## config.mk

```make
export PLATFORM = sky130hd
export DESIGN_NAME = pfq_prefetch_queue
export DESIGN_NICKNAME = d
export VERILOG_FILES = /design/src/rtl/pfq_pkg.sv /design/src/rtl/pfq_byte_queue.sv /design/src/rtl/pfq_fetch_ctl.sv /design/src/rtl/pfq_port_arb.sv /design/src/rtl/pfq_prefetch_queue.sv
export SDC_FILE = /design/constraint.sdc
export NUM_CORES = 1
export LEC_CHECK = 0
export ABC_CLOCK_PERIOD_IN_PS = 7930
export BUFFER_PORTS_ARGS = -buffer_cell sky130_fd_sc_hd__clkbuf_2
export CAP_MARGIN = 15
export CORE_ASPECT_RATIO = 0.5
export CORE_UTILIZATION = 56
export DETAILED_ROUTE_END_ITERATION = 10
export GPL_ROUTABILITY_DRIVEN = 0
export PLACE_DENSITY = 0.85
export SETUP_SLACK_MARGIN = 0.2
export SKIP_LAST_GASP = 1
export SYNTH_ARGS = -nofsm -noshare
export SYNTH_HDL_FRONTEND = slang
export SYNTH_SLANG_ARGS = --single-unit
```

## constraint.sdc

```tcl
create_clock -name clk -period 7.93 [get_ports clk]
set_input_delay 1.1895 -clock clk [delete_from_list [all_inputs] [get_ports clk]]
set_output_delay 1.1895 -clock clk [all_outputs]
set_load 0.02 [all_outputs]
```

## src/rtl/pfq_pkg.sv

```systemverilog
package pfq_pkg;
   localparam int unsigned BYTE_W = 8;

   typedef enum logic [1:0] {
      OWN_NONE  = 2'd0,
      OWN_FETCH = 2'd1,
      OWN_DATA  = 2'd2
   } port_owner_t;
endpackage

```

## src/rtl/pfq_byte_queue.sv

```systemverilog
module pfq_byte_queue
   import pfq_pkg::*;
#(
   parameter int unsigned DEPTH = 4,
   localparam int unsigned PW = $clog2(DEPTH),
   localparam int unsigned CW = $clog2(DEPTH + 1)
) (
   input  logic              clk,
   input  logic              rst_n,
   input  logic              flush,
   input  logic              push,
   input  logic [BYTE_W-1:0] push_byte,
   input  logic              pop,
   output logic [BYTE_W-1:0] head_byte,
   output logic [CW-1:0]     count
);
   logic [PW-1:0]     wr_ptr;
   logic [PW-1:0]     rd_ptr;
   logic [BYTE_W-1:0] cell_rd [DEPTH];

   // one storage cell per entry, written only when the write pointer selects it
   for (genvar i = 0; i < DEPTH; i++) begin : g_cell
      logic [BYTE_W-1:0] cell_q;
      always_ff @(posedge clk) begin
         if (push && !flush && wr_ptr == PW'(i)) begin
            cell_q <= push_byte;
         end
      end
      assign cell_rd[i] = cell_q;
   end

   assign head_byte = cell_rd[rd_ptr];

   always_ff @(posedge clk) begin
      if (!rst_n || flush) begin
         wr_ptr <= '0;
         rd_ptr <= '0;
         count  <= '0;
      end else begin
         if (push) wr_ptr <= wr_ptr + PW'(1);
         if (pop)  rd_ptr <= rd_ptr + PW'(1);
         count <= count + CW'(push) - CW'(pop);
      end
   end
endmodule

```

## src/rtl/pfq_fetch_ctl.sv

```systemverilog
module pfq_fetch_ctl #(
   parameter int unsigned    AW              = 16,
   parameter int unsigned    DEPTH           = 4,
   parameter int unsigned    REDIRECT_STATES = 4,
   parameter logic [AW-1:0]  RESET_ADDR      = 'h2080,
   localparam int unsigned   CW              = $clog2(DEPTH + 1),
   localparam int unsigned   HW              = $clog2(REDIRECT_STATES)
) (
   input  logic          clk,
   input  logic          rst_n,
   input  logic          redir_valid,
   input  logic [AW-1:0] redir_target,
   input  logic [CW-1:0] q_count,
   input  logic          fetch_busy,
   input  logic          fetch_ack,
   output logic          fetch_want,
   output logic [AW-1:0] fetch_pc,
   output logic          push
);
   logic [HW-1:0] hold_q;
   logic          stale_q;

   // a returning byte is kept only if no redirect has passed since it was requested
   assign push       = fetch_ack && !stale_q && !redir_valid;
   assign fetch_want = (hold_q == '0) && (q_count < CW'(DEPTH));

   always_ff @(posedge clk) begin
      if (!rst_n) begin
         fetch_pc <= RESET_ADDR;
         hold_q   <= '0;
         stale_q  <= 1'b0;
      end else begin
         if (redir_valid)      fetch_pc <= redir_target;
         else if (push)        fetch_pc <= fetch_pc + AW'(1);

         if (redir_valid)      hold_q <= HW'(REDIRECT_STATES - 2);
         else if (hold_q != 0) hold_q <= hold_q - HW'(1);

         if (redir_valid && fetch_busy && !fetch_ack) stale_q <= 1'b1;
         else if (fetch_ack)                          stale_q <= 1'b0;
      end
   end
endmodule

```

## src/rtl/pfq_port_arb.sv

```systemverilog
module pfq_port_arb
   import pfq_pkg::*;
#(
   parameter int unsigned AW = 16
) (
   input  logic              clk,
   input  logic              rst_n,
   input  logic              fetch_want,
   input  logic [AW-1:0]     fetch_addr,
   input  logic              du_req,
   input  logic              du_we,
   input  logic [AW-1:0]     du_addr,
   input  logic [BYTE_W-1:0] du_wdata,
   input  logic              mem_ack,
   output logic              mem_req,
   output logic              mem_we,
   output logic [AW-1:0]     mem_addr,
   output logic [BYTE_W-1:0] mem_wdata,
   output logic              du_done,
   output logic              fetch_busy,
   output logic              fetch_ack,
   output logic              port_locked
);
   port_owner_t   owner_q;
   port_owner_t   cur;
   logic [AW-1:0] lock_addr_q;

   // a presented but unacknowledged request keeps the port; otherwise fetch wins
   always_comb begin
      if (owner_q != OWN_NONE) cur = owner_q;
      else if (fetch_want)     cur = OWN_FETCH;
      else if (du_req)         cur = OWN_DATA;
      else                     cur = OWN_NONE;
   end

   assign port_locked = (owner_q != OWN_NONE);
   assign mem_req     = (cur != OWN_NONE);
   assign mem_we      = (cur == OWN_DATA) && du_we;
   assign mem_wdata   = (cur == OWN_DATA) ? du_wdata : '0;
   assign fetch_busy  = (cur == OWN_FETCH);
   assign fetch_ack   = fetch_busy && mem_ack;
   assign du_done     = (cur == OWN_DATA) && mem_ack;

   always_comb begin
      if (cur == OWN_DATA)         mem_addr = du_addr;
      else if (owner_q == OWN_FETCH) mem_addr = lock_addr_q;
      else                         mem_addr = fetch_addr;
   end

   always_ff @(posedge clk) begin
      if (!rst_n) begin
         owner_q     <= OWN_NONE;
         lock_addr_q <= '0;
      end else begin
         owner_q <= (mem_req && !mem_ack) ? cur : OWN_NONE;
         if (mem_req && !mem_ack) lock_addr_q <= mem_addr;
      end
   end
endmodule

```

## src/rtl/pfq_prefetch_queue.sv

```systemverilog
module pfq_prefetch_queue
   import pfq_pkg::*;
#(
   parameter int unsigned   AW              = 16,
   parameter int unsigned   DEPTH           = 4,
   parameter int unsigned   REDIRECT_STATES = 4,
   parameter logic [AW-1:0] RESET_ADDR      = 'h2080,
   localparam int unsigned  CW              = $clog2(DEPTH + 1)
) (
   input  logic              clk,
   input  logic              rst_n,
   input  logic              redir_valid,
   input  logic [AW-1:0]     redir_target,
   output logic              dec_valid,
   output logic [BYTE_W-1:0] dec_byte,
   output logic [AW-1:0]     dec_addr,
   input  logic              dec_accept,
   input  logic              du_req,
   input  logic              du_we,
   input  logic [AW-1:0]     du_addr,
   input  logic [BYTE_W-1:0] du_wdata,
   output logic              du_done,
   output logic [BYTE_W-1:0] du_rdata,
   output logic              mem_req,
   output logic              mem_we,
   output logic [AW-1:0]     mem_addr,
   output logic [BYTE_W-1:0] mem_wdata,
   input  logic              mem_ack,
   input  logic [BYTE_W-1:0] mem_rdata
);
   if (DEPTH < 2 || (DEPTH & (DEPTH - 1)) != 0) begin : g_bad_depth
      $error("DEPTH must be a power of two of at least 2");
   end
   if (REDIRECT_STATES < 3) begin : g_bad_penalty
      $error("REDIRECT_STATES must be at least 3");
   end
   if (AW < 8) begin : g_bad_aw
      $error("AW must be at least 8");
   end

   logic [CW-1:0]     q_count;
   logic              fetch_want;
   logic [AW-1:0]     fetch_pc;
   logic              push;
   logic              pop;
   logic              fetch_busy;
   logic              fetch_ack;
   logic              port_locked;

   assign dec_valid = (q_count != '0);
   assign pop       = dec_valid && dec_accept && !redir_valid;
   assign dec_addr  = fetch_pc - AW'(q_count);
   assign du_rdata  = mem_rdata;

   pfq_byte_queue #(.DEPTH(DEPTH)) i_queue (
      .clk       (clk),
      .rst_n     (rst_n),
      .flush     (redir_valid),
      .push      (push),
      .push_byte (mem_rdata),
      .pop       (pop),
      .head_byte (dec_byte),
      .count     (q_count)
   );

   pfq_fetch_ctl #(
      .AW              (AW),
      .DEPTH           (DEPTH),
      .REDIRECT_STATES (REDIRECT_STATES),
      .RESET_ADDR      (RESET_ADDR)
   ) i_fetch (
      .clk          (clk),
      .rst_n        (rst_n),
      .redir_valid  (redir_valid),
      .redir_target (redir_target),
      .q_count      (q_count),
      .fetch_busy   (fetch_busy),
      .fetch_ack    (fetch_ack),
      .fetch_want   (fetch_want),
      .fetch_pc     (fetch_pc),
      .push         (push)
   );

   pfq_port_arb #(.AW(AW)) i_arb (
      .clk         (clk),
      .rst_n       (rst_n),
      .fetch_want  (fetch_want),
      .fetch_addr  (fetch_pc),
      .du_req      (du_req),
      .du_we       (du_we),
      .du_addr     (du_addr),
      .du_wdata    (du_wdata),
      .mem_ack     (mem_ack),
      .mem_req     (mem_req),
      .mem_we      (mem_we),
      .mem_addr    (mem_addr),
      .mem_wdata   (mem_wdata),
      .du_done     (du_done),
      .fetch_busy  (fetch_busy),
      .fetch_ack   (fetch_ack),
      .port_locked (port_locked)
   );
endmodule

```

# After elaboration in Yosys (flattened, before gate mapping)
# Index checks and enable logic that the tools add are counted.
# Widths: inputs -> output; s select.
[totals]
ff_bits = 76
output_inout_bits = 60
word_cells = 78
input_bits = 55
[classes]
reduce_logical = 33
addsub = 7
eq_ne = 6
muxes = 15
order_cmp = 2
n_bitwise = 2
[op_table]
columns = ["op", "n"]
rows = [
  ["$mux 16", 4],
  ["$mux 8", 3],
  ["$add 16x1->16 const B", 1],
  ["$bmux 8 s2", 1],
  ["$logic_and 1x1->1", 16],
  ["$sub 16x3->16", 1],
  ["$reduce_bool 2->1", 6],
  ["$mux 2", 5],
  ["$eq 2x1->1 const B", 3],
  ["$eq 2x2->1 const B", 3],
  ["$logic_not 1->1", 5],
  ["$add 2x1->2 const B", 2],
  ["$logic_not 2->1", 2],
  ["$add 3x1->3", 1],
  ["$ge 3x3->1 const B", 1],
  ["$lt 3x3->1 const B", 1],
  ["$not 2->3", 1],
  ["$reduce_bool 3->1", 1],
  ["$sub 3x1->3", 1],
  ["$mux 1", 2],
  ["$reduce_and 2->1", 1],
  ["$reduce_or 2->1", 1],
  ["$sub 2x1->2 const B", 1],
  ["$logic_or 1x1->1", 1],
  ["$not 1->1", 1],
]

# Longest topological paths before layout
[depth]
word_depth = 10
depth_mapped = 14
ltp_nobuf = 12

# Cells and area by module
# Synthesis repeated with hierarchy kept, for this count alone.
[unflattened]
hier_cells = 400
hier_area_um2 = 4182.8
[by_module_without_submodules]
columns = ["mod", "cells_per_inst", "area_each_um2", "seq_area_each_um2", "instances"]
rows = [
  ["pfq_byte_queue", 83, 1560.2, 1101.1, 1],
  ["pfq_port_arb", 140, 1196.1, 360.3, 1],
  ["pfq_fetch_ctl", 121, 1001.0, 380.4, 1],
  ["pfq_prefetch_queue", 56, 425.4, 0.0, 1],
]

# Worst setup path after synthesis
# OpenSTA, ideal clock, no wires.
[synth_timing]
kind = "input to output"
start = "input port du_req"
end = "output port mem_addr[0]"
path_buffers = 2
arrival_time_ps = 2149
t_required_ps = 6740
path_stages = 6
setup_slack_ps = 4592
path_cell_list = "o31a_1 > nor2_1 > or2_1 > buf_2 > buf_6 > o221a_1"
[synth_between]
elab_chain_cells = 5
[synth_lines]
columns = ["element", "line", "text"]
rows = [
  ["from (decl)", "pfq_prefetch_queue.sv:18", "input logic du_req,"],
  ["$mux 2", "pfq_port_arb.sv:32", "else if (du_req) cur = OWN_DATA;"],
  ["$mux 2", "pfq_port_arb.sv:31", "else if (fetch_want) cur = OWN_FETCH;"],
  ["$mux 2", "pfq_port_arb.sv:30", "if (owner_q != OWN_NONE) cur = owner_q;"],
  ["$eq 2x2->1", "pfq_port_arb.sv:45", "if (cur == OWN_DATA) mem_addr = du_addr;"],
  ["$mux 16", "pfq_port_arb.sv:45", ""],
  ["to (decl)", "pfq_prefetch_queue.sv:26", "output logic [AW-1:0] mem_addr,"],
]
# No other way between the ends.

# Worst setup path after layout
[layout_timing]
start = "register i_queue.count[1]"
end = "output port dec_addr[9]"
[layout_between]
elab_chain_cells = 1
[layout_lines]
columns = ["element", "line", "text"]
rows = [
  ["from (decl)", "pfq_byte_queue.sv:15", "output logic [CW-1:0] count"],
  ["from (signal assigned)", "pfq_byte_queue.sv:42", "count <= count + CW'(push) - CW'(pop);"],
  ["$sub 16x3->16", "pfq_prefetch_queue.sv:52", "assign dec_addr = fetch_pc - AW'(q_count);"],
  ["to (decl)", "pfq_prefetch_queue.sv:16", "output logic [AW-1:0] dec_addr,"],
]
# No other way between the ends.

==> flow_metrics.env <==
export IMPL_start_kind="flop"
export IMPL_maxSlewHeadroom_pct=27.8
export IMPL_finalSetupViolCount=0
export IMPL_r2r_slack_ns=5.06
export IMPL_synth_edf_count=32
export IMPL_p_seq_share_pct=43.0
export IMPL_drt_pass1_iterations=4
export IMPL_reg2regPathDepth=12
export IMPL_clk_pin_slew_ns=0.06
export IMPL_rows=21
export IMPL_netlist_area_mm2=0.00394
export IMPL_p_clk_share_pct=39.5
export IMPL_async_flop_share_pct=0
export IMPL_grt_use_total_pct=24.7
export IMPL_n_antenna_cell=0
export IMPL_pwr_share_comb_pct=17.6
export IMPL_overflow=0
export IMPL_synth_most_common_cell="dfxtp_1"
export IMPL_max_freq_mhz=256
export IMPL_skew_ns=0.00371
export IMPL_cts_resized=0
export IMPL_io_pins=115
export IMPL_cts_tree="done"
export IMPL_p_leak_nw=1.93
export IMPL_synth_top_cell_area_share_pct=24.4
export IMPL_core_mm2=0.00675
export IMPL_synth_yosys_seq_area_share_pct=46.7
export IMPL_crit_slowest_cell="or4_1"
export IMPL_hold_viol=0
export IMPL_p_int_uw=745
export IMPL_sw_frac_of_total_pct=28.4
export IMPL_die_w_um=121
export IMPL_cts_buffer_depth=2
export IMPL_setup_tns_ns=0
export IMPL_layout_min_cycle_time_ns=3.90
export IMPL_dp_slack_ns=4.07
export IMPL_ys_types=51
export IMPL_status="finished, final reports clean"
export IMPL_end_kind="primary output"
export IMPL_fp_dieArea_mm2=0.00740
export IMPL_grt_max_degree=37
export IMPL_stdcell_count=557
export IMPL_drtIter0Drc=303
export IMPL_cts_buffers=9
export IMPL_antenna_left=0
export IMPL_cts_sinks=76
export IMPL_start_util_pct=58.3
export IMPL_clock_latency_ns=0.34
export IMPL_cts_hold_buffers_added=0
export IMPL_fin_util_pct=70.3
export IMPL_path_class="reg -> out"
export IMPL_grt_pass1_vias=2761
export IMPL_required_ns=6.74
export IMPL_route_vias_total=3080
export IMPL_antenna_found_initial=0
export IMPL_powerDensity_mw_per_mm2=219
export IMPL_setup_ws_ns=4.03
export IMPL_p_switching_uw=295
export IMPL_wire_per_inst_um=15.8
export IMPL_finalCritPeriodShare_pct=49.2
export IMPL_crit_path_cell_trace="inv_1 -> ha_1 -> nor2b_1 -> o21ai_0 -> nand3b_1 -> or4_1 -> xnor2_1 -> clkbuf_2"
export IMPL_postSynthCellCount=366
export IMPL_yosys_area_top_type="edfxtp_1"
export IMPL_num_nets_final=527
export IMPL_placedCellCount=541
export IMPL_portBuffers=114
export IMPL_post_dp_hpwl_mm=6.24
export IMPL_ir_drop_v=0.000138
export IMPL_postCtsSetupBuffers=0
export IMPL_cts_root_buffer="clkbuf_16"
export IMPL_tightest_slew_ns=1.08
export IMPL_hold_class="reg -> reg"
export IMPL_rsz0062_at_grt="no"
export IMPL_grt_pass1_wl_mm=13.6
export IMPL_syn_to_final_growth_pct=20.5
export IMPL_ys_top_cells_by_area="edfxtp_1, dfxtp_1, mux4_2"
export IMPL_worstPathArrival_ns=2.71
export IMPL_syn_nets=433
export IMPL_hold_depth=1
export IMPL_drive_above_1_share_pct=32.9
export IMPL_die_height_um=61.3
export IMPL_total_power_mw=1.04
export IMPL_critPathMaxFanout=5
export IMPL_htree_levels=3
export IMPL_max_stage_delay_ns=0.47
export IMPL_synth_commonest_cells="dfxtp_1, edfxtp_1, nor2_1"
export IMPL_ys_warn_count=0
export IMPL_ys_ff_latch=76
export IMPL_maxCapViolCount=0
export IMPL_wl_mm=8.82
export IMPL_finalMaxSlewViolations=0
export IMPL_avgSynthCellArea_um2=10.8
export IMPL_avgViaCountPerCell=5.53
export IMPL_drcViolationCount=0
export IMPL_ys_flop_type="dfxtp_1"
-- cell type report --
class	instances	area (um^2)
multi-input combinational	241	1850
inverter	18	67.6
tap	92	115
clock buffer	9	225
sequential	76	1840
timing repair buffer	114	571
fill	527	2000
clock inverter	7	73.8
-- power groups by stage --
stage / Sequential (mW) / Clock, mW / Combinational (mW)
floorplan: 0.442 / 0 / 0.137
global placement: 0.454 / 0 / 0.178
detailed placement: 0.454 / 0 / 0.182
CTS: 0.446 / 0.414 / 0.183
global route: 0.449 / 0.428 / 0.199
finish: 0.447 / 0.410 / 0.183
-- registers in the layout, summed over array words and instances (netlist names) --
name                   count
i_arb.lock_addr_q         16
i_arb.owner_q              2
i_fetch.fetch_pc          16
i_fetch.hold_q             2
i_fetch.stale_q            1
i_queue.count              3
i_queue.g_cell.cell_q     32
i_queue.rd_ptr             2
i_queue.wr_ptr             2
-- cells in the final DEF (no fill, tap or decap), drive strengths merged, types with 3 or more instances in the layout --
cell type / instances
nand3: 4
a22o: 16
nor4: 3
or3: 4
o221a: 16
ha: 10
xor2: 11
inv: 19
nor3: 12
dfxtp: 44
nand2b: 19
clkinvlp: 3
and3: 9
nor2b: 3
nand2: 9
clkbuf: 123
xnor2: 20
mux4: 8
nor2: 29
a21oi: 17
or4: 3
edfxtp: 32
and2: 12
o21ai: 15
-- through the flow --
step / instance area [um^2] / hold slack, ns
final: 4750 / 0.474
after global routing: 4750 / 0.488
after CTS: 4750 / 0.472
after detailed placement: 4450 / 0.457
after global placement: 4450 / 0.456
after floorplan: 3940 / 0.440
-- routing by layer --
| layer | global-route usage (%) | vias to the layer above | part of all wire, % |
|---|---|---|---|
| li1 | - | 1502 | - |
| met3 | 7.13 | 3 | 5.7 |
| met1 | 31.9 | 1478 | 46 |
| met2 | 41.7 | 97 | 48 |
| met5 | 0 | - | 0 |
| met4 | 7.05 | 0 | 0.46 |
-- critical path, delay by kind of cell (launching register included) --
kind / cells / cell delay [ns]
AO/OA/AOI/OAI: 1 / 0.33
XOR/XNOR: 1 / 0.17
adder cells (fa/ha/maj): 1 / 0.27
buffers and inverters: 2 / 0.30
flip-flops: 1 / 0.44
AND/OR/NAND/NOR: 3 / 0.86
-- worst paths after layout --
check,startpoint,endpoint
worst max-delay path,i_queue.count[1],dec_addr[9]
worst min-delay path,i_arb.lock_addr_q[9],i_arb.lock_addr_q[9]
worst max register to register,i_fetch.hold_q[1],i_queue.count[2]
worst min register to register,i_arb.lock_addr_q[9],i_arb.lock_addr_q[9]
-- kinds of logic (layout without fill, tap and decap cells) --
group / Yosys count / count (layout) / share of synthesized area, %
simple gates: 114 / 114 / 16.3
flops: 76 / 76 / 46.7
compound gates: 75 / 75 / 14.8
buf+inv: 49 / 148 / 6.19
xor+xnor: 31 / 31 / 6.89
fa+ha+maj: 12 / 12 / 4.19
mux: 9 / 9 / 4.83
(Power assumes the default switching activity.)
